### config.mk
export PLATFORM = sky130hd
export DESIGN_NAME = masked_cam
export DESIGN_NICKNAME = d
export VERILOG_FILES = /design/src/rtl/masked_cam_pkg.sv /design/src/rtl/cam_word.sv /design/src/rtl/cam_first_match.sv /design/src/rtl/masked_cam.sv
export SDC_FILE = /design/constraint.sdc
export NUM_CORES = 1
export LEC_CHECK = 0
export BUFFER_PORTS_ARGS = -buffer_cell sky130_fd_sc_hd__buf_2
export CORE_MARGIN = 2
export CORE_UTILIZATION = 35
export DETAILED_ROUTE_END_ITERATION = 12
export SYNTH_ARGS = -nofsm -noshare
export SYNTH_HDL_FRONTEND = slang
export SYNTH_HIERARCHICAL = 1
export SYNTH_SLANG_ARGS = --single-unit
export TNS_END_PERCENT = 50
### constraint.sdc
create_clock -name clk -period 7.25 [get_ports clk]
set_input_delay 1.45 -clock clk [delete_from_list [all_inputs] [get_ports clk]]
set_output_delay 1.45 -clock clk [all_outputs]
set_load 0.005 [all_outputs]
### src/rtl/masked_cam_pkg.sv
package masked_cam_pkg;

  localparam int DEF_WORDS = 8;
  localparam int DEF_WIDTH = 16;

  // Width of a slot index; at least one bit so ports never collapse.
  function automatic int idx_bits(input int n);
    return (n > 1) ? $clog2(n) : 1;
  endfunction

endpackage

### src/rtl/cam_word.sv
module cam_word #(
  parameter int WIDTH = 16
) (
  input  logic             clk,
  input  logic             rst_n,
  input  logic             load,
  input  logic [WIDTH-1:0] load_data,
  input  logic [WIDTH-1:0] pattern,
  input  logic [WIDTH-1:0] care,
  output logic [WIDTH-1:0] word_q,
  output logic             match
);

  logic             valid_q;
  logic [WIDTH-1:0] agree;

  always_ff @(posedge clk) begin
    if (!rst_n) begin
      valid_q <= 1'b0;
      word_q  <= '0;
    end else if (load) begin
      valid_q <= 1'b1;
      word_q  <= load_data;
    end
  end

  // Per-column cell: equal bits agree, and a column outside the mask always agrees.
  for (genvar j = 0; j < WIDTH; j++) begin : g_cell
    assign agree[j] = (pattern[j] & word_q[j]) | (~pattern[j] & ~word_q[j]) | ~care[j];
  end

  assign match = valid_q & (&agree);

endmodule

### src/rtl/cam_first_match.sv
module cam_first_match #(
  parameter int WORDS = 8,
  parameter int IDXW  = 3
) (
  input  logic [WORDS-1:0] vec,
  output logic             found,
  output logic [IDXW-1:0]  first
);

  always_comb begin
    first = '0;
    for (int i = WORDS - 1; i >= 0; i--) begin
      if (vec[i]) first = IDXW'(i);
    end
  end

  assign found = |vec;

endmodule

### src/rtl/masked_cam.sv
module masked_cam
  import masked_cam_pkg::*;
#(
  parameter int  WORDS = DEF_WORDS,
  parameter int  WIDTH = DEF_WIDTH,
  localparam int IDXW  = idx_bits(WORDS)
) (
  input  logic             clk,
  input  logic             rst_n,
  input  logic             wr_en,
  input  logic [IDXW-1:0]  wr_idx,
  input  logic [WIDTH-1:0] wr_data,
  input  logic             srch_valid,
  output logic             srch_ready,
  input  logic [WIDTH-1:0] srch_pattern,
  input  logic [WIDTH-1:0] srch_mask,
  output logic             res_valid,
  input  logic             res_ready,
  output logic [WORDS-1:0] res_match,
  output logic             res_hit,
  output logic [IDXW-1:0]  res_idx,
  output logic [WIDTH-1:0] res_data
);

  logic [WIDTH-1:0] slot_q [WORDS];
  logic [WORDS-1:0] raw_match;
  logic             any_hit;
  logic [IDXW-1:0]  low_idx;
  logic             take;

  for (genvar i = 0; i < WORDS; i++) begin : g_slot
    cam_word #(.WIDTH(WIDTH)) u_word (
      .clk       (clk),
      .rst_n     (rst_n),
      .load      (wr_en && (wr_idx == IDXW'(i))),
      .load_data (wr_data),
      .pattern   (srch_pattern),
      .care      (srch_mask),
      .word_q    (slot_q[i]),
      .match     (raw_match[i])
    );
  end

  cam_first_match #(.WORDS(WORDS), .IDXW(IDXW)) u_first (
    .vec   (raw_match),
    .found (any_hit),
    .first (low_idx)
  );

  assign srch_ready = !res_valid || res_ready;
  assign take       = srch_valid && srch_ready;

  always_ff @(posedge clk) begin
    if (!rst_n) begin
      res_valid <= 1'b0;
      res_match <= '0;
      res_hit   <= 1'b0;
      res_idx   <= '0;
      res_data  <= '0;
    end else if (take) begin
      res_valid <= 1'b1;
      res_match <= raw_match;
      res_hit   <= any_hit;
      res_idx   <= any_hit ? low_idx : '0;
      res_data  <= any_hit ? slot_q[low_idx] : '0;
    end else if (res_ready) begin
      res_valid <= 1'b0;
    end
  end

endmodule

==> summary.txt, run 1 <==
Min path
  – Worst hold path type: register to register
  – Startpoint of the worst hold path: res_match[5]

Timing
  – Worst Clk Skew: 11.5 ps
  – Slew margin rel.: 26.7%
  – Final setup viols: 0
  – Final Hold Viols: 0
  – Worst Max-Slew Pin Slew: 1100 ps
  – Setup TNS: 0 ps
  – Final period util: 60.4%
  – Max frequency: 228 MHz
  – RSZ-0062 raised after global routing: no
  – Min Tclk post-route: 4380 ps
  – Max Slew Vio Count: 0

Drt
  – Routed Antenna Nets: 0
  – Final WL: 25.1 mm
  – DR WL/cell: 20.1 µm
  – Vias/cell: 5.13
  – Via Count: 6414
  – # DRC: 0
  – Detailed Routing Iterations Pass 1: 6
  – Iter 0 DRT Violations: 548

Critical path
  – CP cell instances: buf_2, xor2_1, a22o_1, a221oi_2, and4b_1, o21ai_0, a21boi_4, buf_4, mux4_2, nor2b_1, a211o_1
  – WS Path Type: input port to register
  – CP top delay family: compound AO/OA/AOI/OAI gates
  – Worst Setup Start Kind: input port
  – Critical path capture point type: register
  – Required @ worst endpoint: 7560 ps
  – Reg2reg start: g_slot[6].u_word/word_q[10]
  – Critical Path Start: srch_pattern[10]
  – Flop2flop setup slack: 3730 ps
  – Crit Path Max Fanout: 21
  – Max stage delay on crit path: 740 ps
  – Worst path slowest cell: a21boi_4
  – CP arrival: 4690 ps
  – WP buf/inv: 2

Floorplan
  – Core area: 25200 µm²
  – Standard-cell rows: 58
  – Die width: 164 µm
  – Ports: 86
  – Chip Height: 164 µm
  – Die ar.: 27000 µm²
  – Starting Density: 35.7%

Finish
  – Layout area overhead: 15.4%
  – Nets: 963
  – Fill cell total of the finished layout: 2450
  – Ratio of cells with drive above 1 in the final layout: 20.5%

CTS
  – CTS max path bufs: 2
  – Post-CTS Hold Fix Bufs: 0
  – Post-CTS Setup Bufs: 0
  – Number of CTS-inserted buffers: 17
  – CTS tree: yes
  – Clk sinks: 165
  – Post-cts sizing count: 0
  – H-tree depth: 4
  – Clk_lat worst skew: 420 ps
  – Clk root buf: clkbuf_16
  – Worst-path clk slew: 60 ps

Placement
  – IO buf count: 85
  – DP HPWL: 16.8 mm
  – Gpl congestion: 0.922

Pwr
  – Maximum vdd drop: 0.000136 V
  – Pwr per Cell Area: 205 nW/µm²
  – Internal Dissipation: 0.00162 W
  – Sequential power share: 44.1%
  – Psw: 0.000512 W
  – Clock network power share: 45.5%
  – Switching portion of total power: 24.1%
  – Total design power: 0.00213 W
  – Lkg Pwr: 4.04 nW
  – Gate power share: 10.4%

Logic synthesis
  – Synthesized area: 8990 µm²
  – Synthesized flop and latch total: 165
  – Synth cell count leaders: dfxtp_1 (165), nor2b_1 (161), mux2i_1 (128), xor2_1 (128)
  – Top cells by area, synth: dfxtp_1 (37%), mux2i_1 (14%), xor2_1 (12%)
  – Yosys cell types: 32
  – Mapped Nets: 883
  – Cells after synthesis: 827
  – Number of enable flip-flop cells after synthesis: 0
  – Top-count cell post-synth: dfxtp_1
  – Yosys top cell by area: dfxtp_1
  – Synth top area share: 36.8%
  – Ys Warns: 6
  – Part of the Yosys area used for sequential elements: 36.8%
  – Top_reg_cell synth: dfxtp_1
  – Synth async-reset ratio: 0%
  – Syn_area_per_cell: 10.9 µm²

Global route
  – Antenna violations before repair: 2
  – Largest net degree at the start of global routing: 92
  – Total track usage: 19.0%
  – Vias in the first global route: 6346
  – Grt ovf: 0
  – First-pass GRT wire length: 38.2 mm

Status
  – Status: complete, no violations

Flow run
  – Max Cap Viol: 0
## kinds of logic after synthesis
family,share of synthesized area [%]
muxes,22.3
AOI/OAI and AO/OA,10.1
and+or+nand+nor,15.6
buffers and inverters,2.76
DFF,36.8
xor gates and xnor gates,12.5
## final timing paths
| kind | to | cells after the start |
|---|---|---|
| setup / recovery | res_data[5] | 11 |
| hold / removal | res_match[5] | 2 |
| setup reg to reg | res_data[5] | 10 |
| hold reg to reg | res_match[5] | 2 |
## layout by cell type (no fill, tap or decap), drive strengths merged, types with 2 or more instances in the layout
cell	n
buf	100
and2	3
nand2	32
dfxtp	165
o21a	8
nor2	9
nand2b	4
nor3	2
a222oi	8
inv	2
nor2b	161
a221oi	16
a22oi	16
nand4	9
a211o	16
clkinvlp	2
nand3	4
and4b	8
mux4	32
clkbuf	22
a22o	16
mux2i	128
xor2	128
clkinv	3
a21boi	14
bufinv	4
## area by class of cell
cell class,count,area (µm²),share of cell area [%]
Tap cell,330,413,3.98
Multi-Input combinational cell,621,5480,52.8
Antenna cell,1,2.50,0.0241
Inverter,2,7.51,0.0724
Sequential cell,165,3300,31.8
Clock buffer,22,474,4.57
Timing Repair Buffer,100,541,5.21
Clock inverter,9,150,1.45
## power groups by stage
stage          registers [W]  logic (W)  clock network [W]
2_1_floorplan       0.000955   0.000128                  0
3_3_place_gp        0.000960   0.000219                  0
3_5_place_dp        0.000960   0.000221                  0
4_1_cts             0.000940   0.000222           0.000988
5_1_grt             0.000941   0.000240            0.00103
6_report            0.000940   0.000222           0.000969
## per-layer routing
metal  vias up  track usage [%]  routed length, µm
met3        21             3.94               1230
met5         -                0                 25
met2       150             30.4              11600
li1       3108                -                  -
met1      3131             26.4              12000
met4         4             4.23                287
## state kept, by name (all words and copies together), names as in the netlist
register and cells:
res_idx 3, res_valid 1, res_data 16, res_match 8, g_slot.u_word/valid_q 8, g_slot.u_word/word_q 128, res_hit 1
## metrics by stage
stage / instances / util, % / setup WS (ps) / hold WS [ps] / area (µm²)
after floorplan: 827 / - / 3300 / 440 / 8990
after global placement: 1218 / 38.7 / 2530 / 446 / 9740
after detailed placement: 1218 / 38.7 / 2480 / 448 / 9740
after CTS: 1249 / 41.2 / 2920 / 465 / 10400
after global routing: 1249 / 41.2 / 2750 / 482 / 10400
final: 1250 / 41.2 / 2870 / 459 / 10400
## worst register-to-register path, cell delays in order, from the launching register on
cell      delay [ps]
dfxtp_1          330
xor2_1           160
a22o_1           250
a221oi_2         260
and4b_1          350
o21ai_0          190
a21boi_4         740
buf_4            390
mux4_2           330
nor2b_1          140
a211o_1          270
(Power assumes the default switching activity.)
==> run 2, diff against run 1 <==
==> constraint.sdc (replaced) <==
create_clock -name clk -period 4.27 [get_ports clk]
set_input_delay 0.854 -clock clk [delete_from_list [all_inputs] [get_ports clk]]
set_output_delay 0.854 -clock clk [all_outputs]
set_load 0.005 [all_outputs]
==> run 2 against run 1 <==
Net effect: first-iteration DRC count decreased by 24%; critical path depth unchanged; worst setup slack worse by 2100 ps; core utilization shrank 0.11 points; sequential share of layout area rose by 0.085 points; final area fell by 0.27%; via count down 0.37%; clock power grew 57%; die area stayed put; clock skew shrank 1.3 ps; critical endpoint is now res_data[13].
==> summary.txt, run 2 (synthesis gave the netlist of run 1 again) <==
Pwr
  – Sequential power share: 45.8% (was 44.1%)
  – Internal Dissipation: 0.00260 W (was 0.00162 W)
  – Maximum vdd drop: 0.000188 V (was 0.000136 V)
  – Switching portion of total power: 25.3% (was 24.1%)
  – Pwr per Cell Area: 337 nW/µm² (was 205 nW/µm²)
  – Clock network power share: 43.6% (was 45.5%)
  – Psw: 0.000882 W (was 0.000512 W)
  – Gate power share: 10.7% (was 10.4%)
  – Lkg Pwr: 4.02 nW (was 4.04 nW)
  – Total design power: 0.00349 W (was 0.00213 W)

Global route
  – Largest net degree at the start of global routing: 97 (was 92)
  – Vias in the first global route: 6141 (was 6346)
  – Antenna violations before repair: 2 (unchanged)
  – First-pass GRT wire length: 37.4 mm (was 38.2 mm)
  – Total track usage: 18.6% (was 19.0%)
  – Grt ovf: 0 (unchanged)

Placement
  – IO buf count: 85 (unchanged)
  – DP HPWL: 16.6 mm (was 16.8 mm)
  – Gpl congestion: 0.845 (was 0.922)

Critical path
  – CP top delay family: compound AO/OA/AOI/OAI gates (unchanged)
  – Worst Setup Start Kind: input port (unchanged)
  – WS Path Type: input port to register (unchanged)
  – Critical path capture point type: register (unchanged)
  – CP cell instances: buf_2, xor2_1, a22o_1, a221oi_2, and4b_1, a21oi_1, o41ai_2, buf_12, mux4_2, nor2b_1, a211o_1 (was buf_2, xor2_1, a22o_1, a221oi_2, and4b_1, o21ai_0, a21boi_4, buf_4, mux4_2, nor2b_1, a211o_1)
  – WP buf/inv: 2 (unchanged)
  – Worst path slowest cell: mux4_2 (was a21boi_4)
  – Crit Path Max Fanout: 17 (was 21)
  – Required @ worst endpoint: 4590 ps (was 7560 ps)
  – Max stage delay on crit path: 530 ps (was 740 ps)
  – CP arrival: 3850 ps (was 4690 ps)

Finish
  – Commonest non-fill, non-tap cell in the layout: dfxtp_1 (unchanged)
  – Largest Register: g_slot.u_word/word_q (unchanged)
  – Ratio of cells with drive above 1 in the final layout: 20.5% (unchanged)
  – Nets: 963 (unchanged)
  – N_diodes: 0 (was 1)
  – Largest registers: g_slot.u_word/word_q: 128 flops, res_data: 16 flops (unchanged)
  – Layout area overhead: 15.1% (was 15.4%)
  – Largest register FFs: 128 (unchanged)
  – Fill cell total of the finished layout: 2472 (was 2450)
  – Most frequent cells in the layout: dfxtp_1 (165), nor2b_1 (161), xor2_1 (128), mux2i_1 (128), buf_2 (84) (unchanged)

Timing
  – Max frequency: 283 MHz
  – Worst Max-Slew Pin Slew: 1140 ps (was 1100 ps)
  – Max Slew Vio Count: 0 (unchanged)
  – Min Tclk post-route: 3530 ps
  – Final setup viols: 0 (unchanged)
  – Final Hold Viols: 0 (unchanged)
  – Slew margin rel.: 23.8% (was 26.7%)
  – Setup TNS: 0 ps (unchanged)
  – Final period util: 82.8%
  – Worst Clk Skew: 10.2 ps (was 11.5 ps)
  – RSZ-0062 raised after global routing: no (unchanged)

CTS
  – Post-CTS Setup Bufs: 0 (unchanged)
  – Worst-path clk slew: 70 ps (was 60 ps)
  – Post-cts sizing count: 0 (unchanged)
  – Number of CTS-inserted buffers: 17 (unchanged)
  – Clk sinks: 165 (unchanged)
  – CTS tree: yes (unchanged)
  – CTS max path bufs: 2 (unchanged)
  – H-tree depth: 4 (unchanged)
  – Clk root buf: clkbuf_16 (unchanged)
  – Clk_lat worst skew: 430 ps (was 420 ps)
  – Post-CTS Hold Fix Bufs: 0 (unchanged)

Status
  – Status: complete, no violations (unchanged)

Floorplan
  – Starting Density: 35.7% (unchanged)
  – Die ar.: 27000 µm² (unchanged)
  – Standard-cell rows: 58 (unchanged)
  – Core area: 25200 µm² (unchanged)
  – Die width: 164 µm (unchanged)
  – Ports: 86 (unchanged)
  – Chip Height: 164 µm (unchanged)

Drt
  – Via Count: 6390 (was 6414)
  – # DRC: 0 (unchanged)
  – Detailed Routing Iterations Pass 1: 5 (was 6)
  – Routed Antenna Nets: 0 (unchanged)
  – Final WL: 24.7 mm (was 25.1 mm)
  – DR WL/cell: 19.8 µm (was 20.1 µm)
  – Vias/cell: 5.12 (was 5.13)
  – Iter 0 DRT Violations: 414 (was 548)

Flow run
  – Max Cap Viol: 0 (unchanged)

Min path
  – Worst hold path type: register to register (unchanged)
run 2: cell count changes in the layout (fill, tap and decap cells not counted), sizes merged:
cell,change
bufinv,-2
clkinvlp,+1
inv,+2
diode,-1
clkbuf,-2
clkinv,+1
run 2: per-stage QoR:
stage | setup slack [ps] | area, µm² | hold slack, ps | cells | utilization (%)
finish | 735 | 10300 | 460 | 1249 | 41.1
CTS | 792 | 10300 | 464 | 1249 | 41.1
detailed placement | 335 | 9770 | 449 | 1218 | 38.8
global route | 632 | 10300 | 481 | 1249 | 41.1
global placement | 377 | 9770 | 444 | 1218 | 38.8
floorplan | 920 | 8990 | 440 | 827 | -
run 2: cell type report:
class / count / area (µm²) / area share, %
clock inverter: 11 / 128 / 1.23
timing repair buffer: 100 / 566 / 5.47
multi-input combinational: 621 / 5480 / 53.0
sequential: 165 / 3300 / 31.9
inverter: 2 / 7.51 / 0.0726
tap: 330 / 413 / 3.99
clock buffer: 20 / 447 / 4.32
run 2: layer usage:
layer  GRT usage, %  vias to the layer above  wire, µm
met5              0                        -        13
met4           4.03                        2       272
met1           25.8                     3125     11900
li1               -                     3116         -
met2           29.3                      130     11400
met3           4.24                       17      1200
run 2: worst reg2reg max path: stages, from the launching register on:
cell and delay, ps:
dfxtp_1 330, xor2_1 160, a22o_1 250, a221oi_2 240
and4b_1 350, a21oi_1 110, o41ai_2 500, buf_12 280
mux4_2 530, nor2b_1 140, a211o_1 270
run 2: power groups by stage:
stage	sequential (W)	clock, W	combinational, W
after floorplan	0.00162	0	0.000217
after global placement	0.00163	0	0.000369
after detailed placement	0.00163	0	0.000372
after CTS	0.00159	0.00155	0.000373
after global routing	0.00160	0.00162	0.000403
final	0.00160	0.00152	0.000371
run 2: worst paths after layout:
check	from	endpoint	slack (ps)	depth (start not counted)
setup reg to reg	g_slot[7].u_word/word_q[10]	res_data[13]	1000	10
setup / recovery	srch_pattern[10]	res_data[13]	740	11
hold / removal	res_idx[1]	res_idx[1]	460	2
hold reg to reg	res_idx[1]	res_idx[1]	460	2
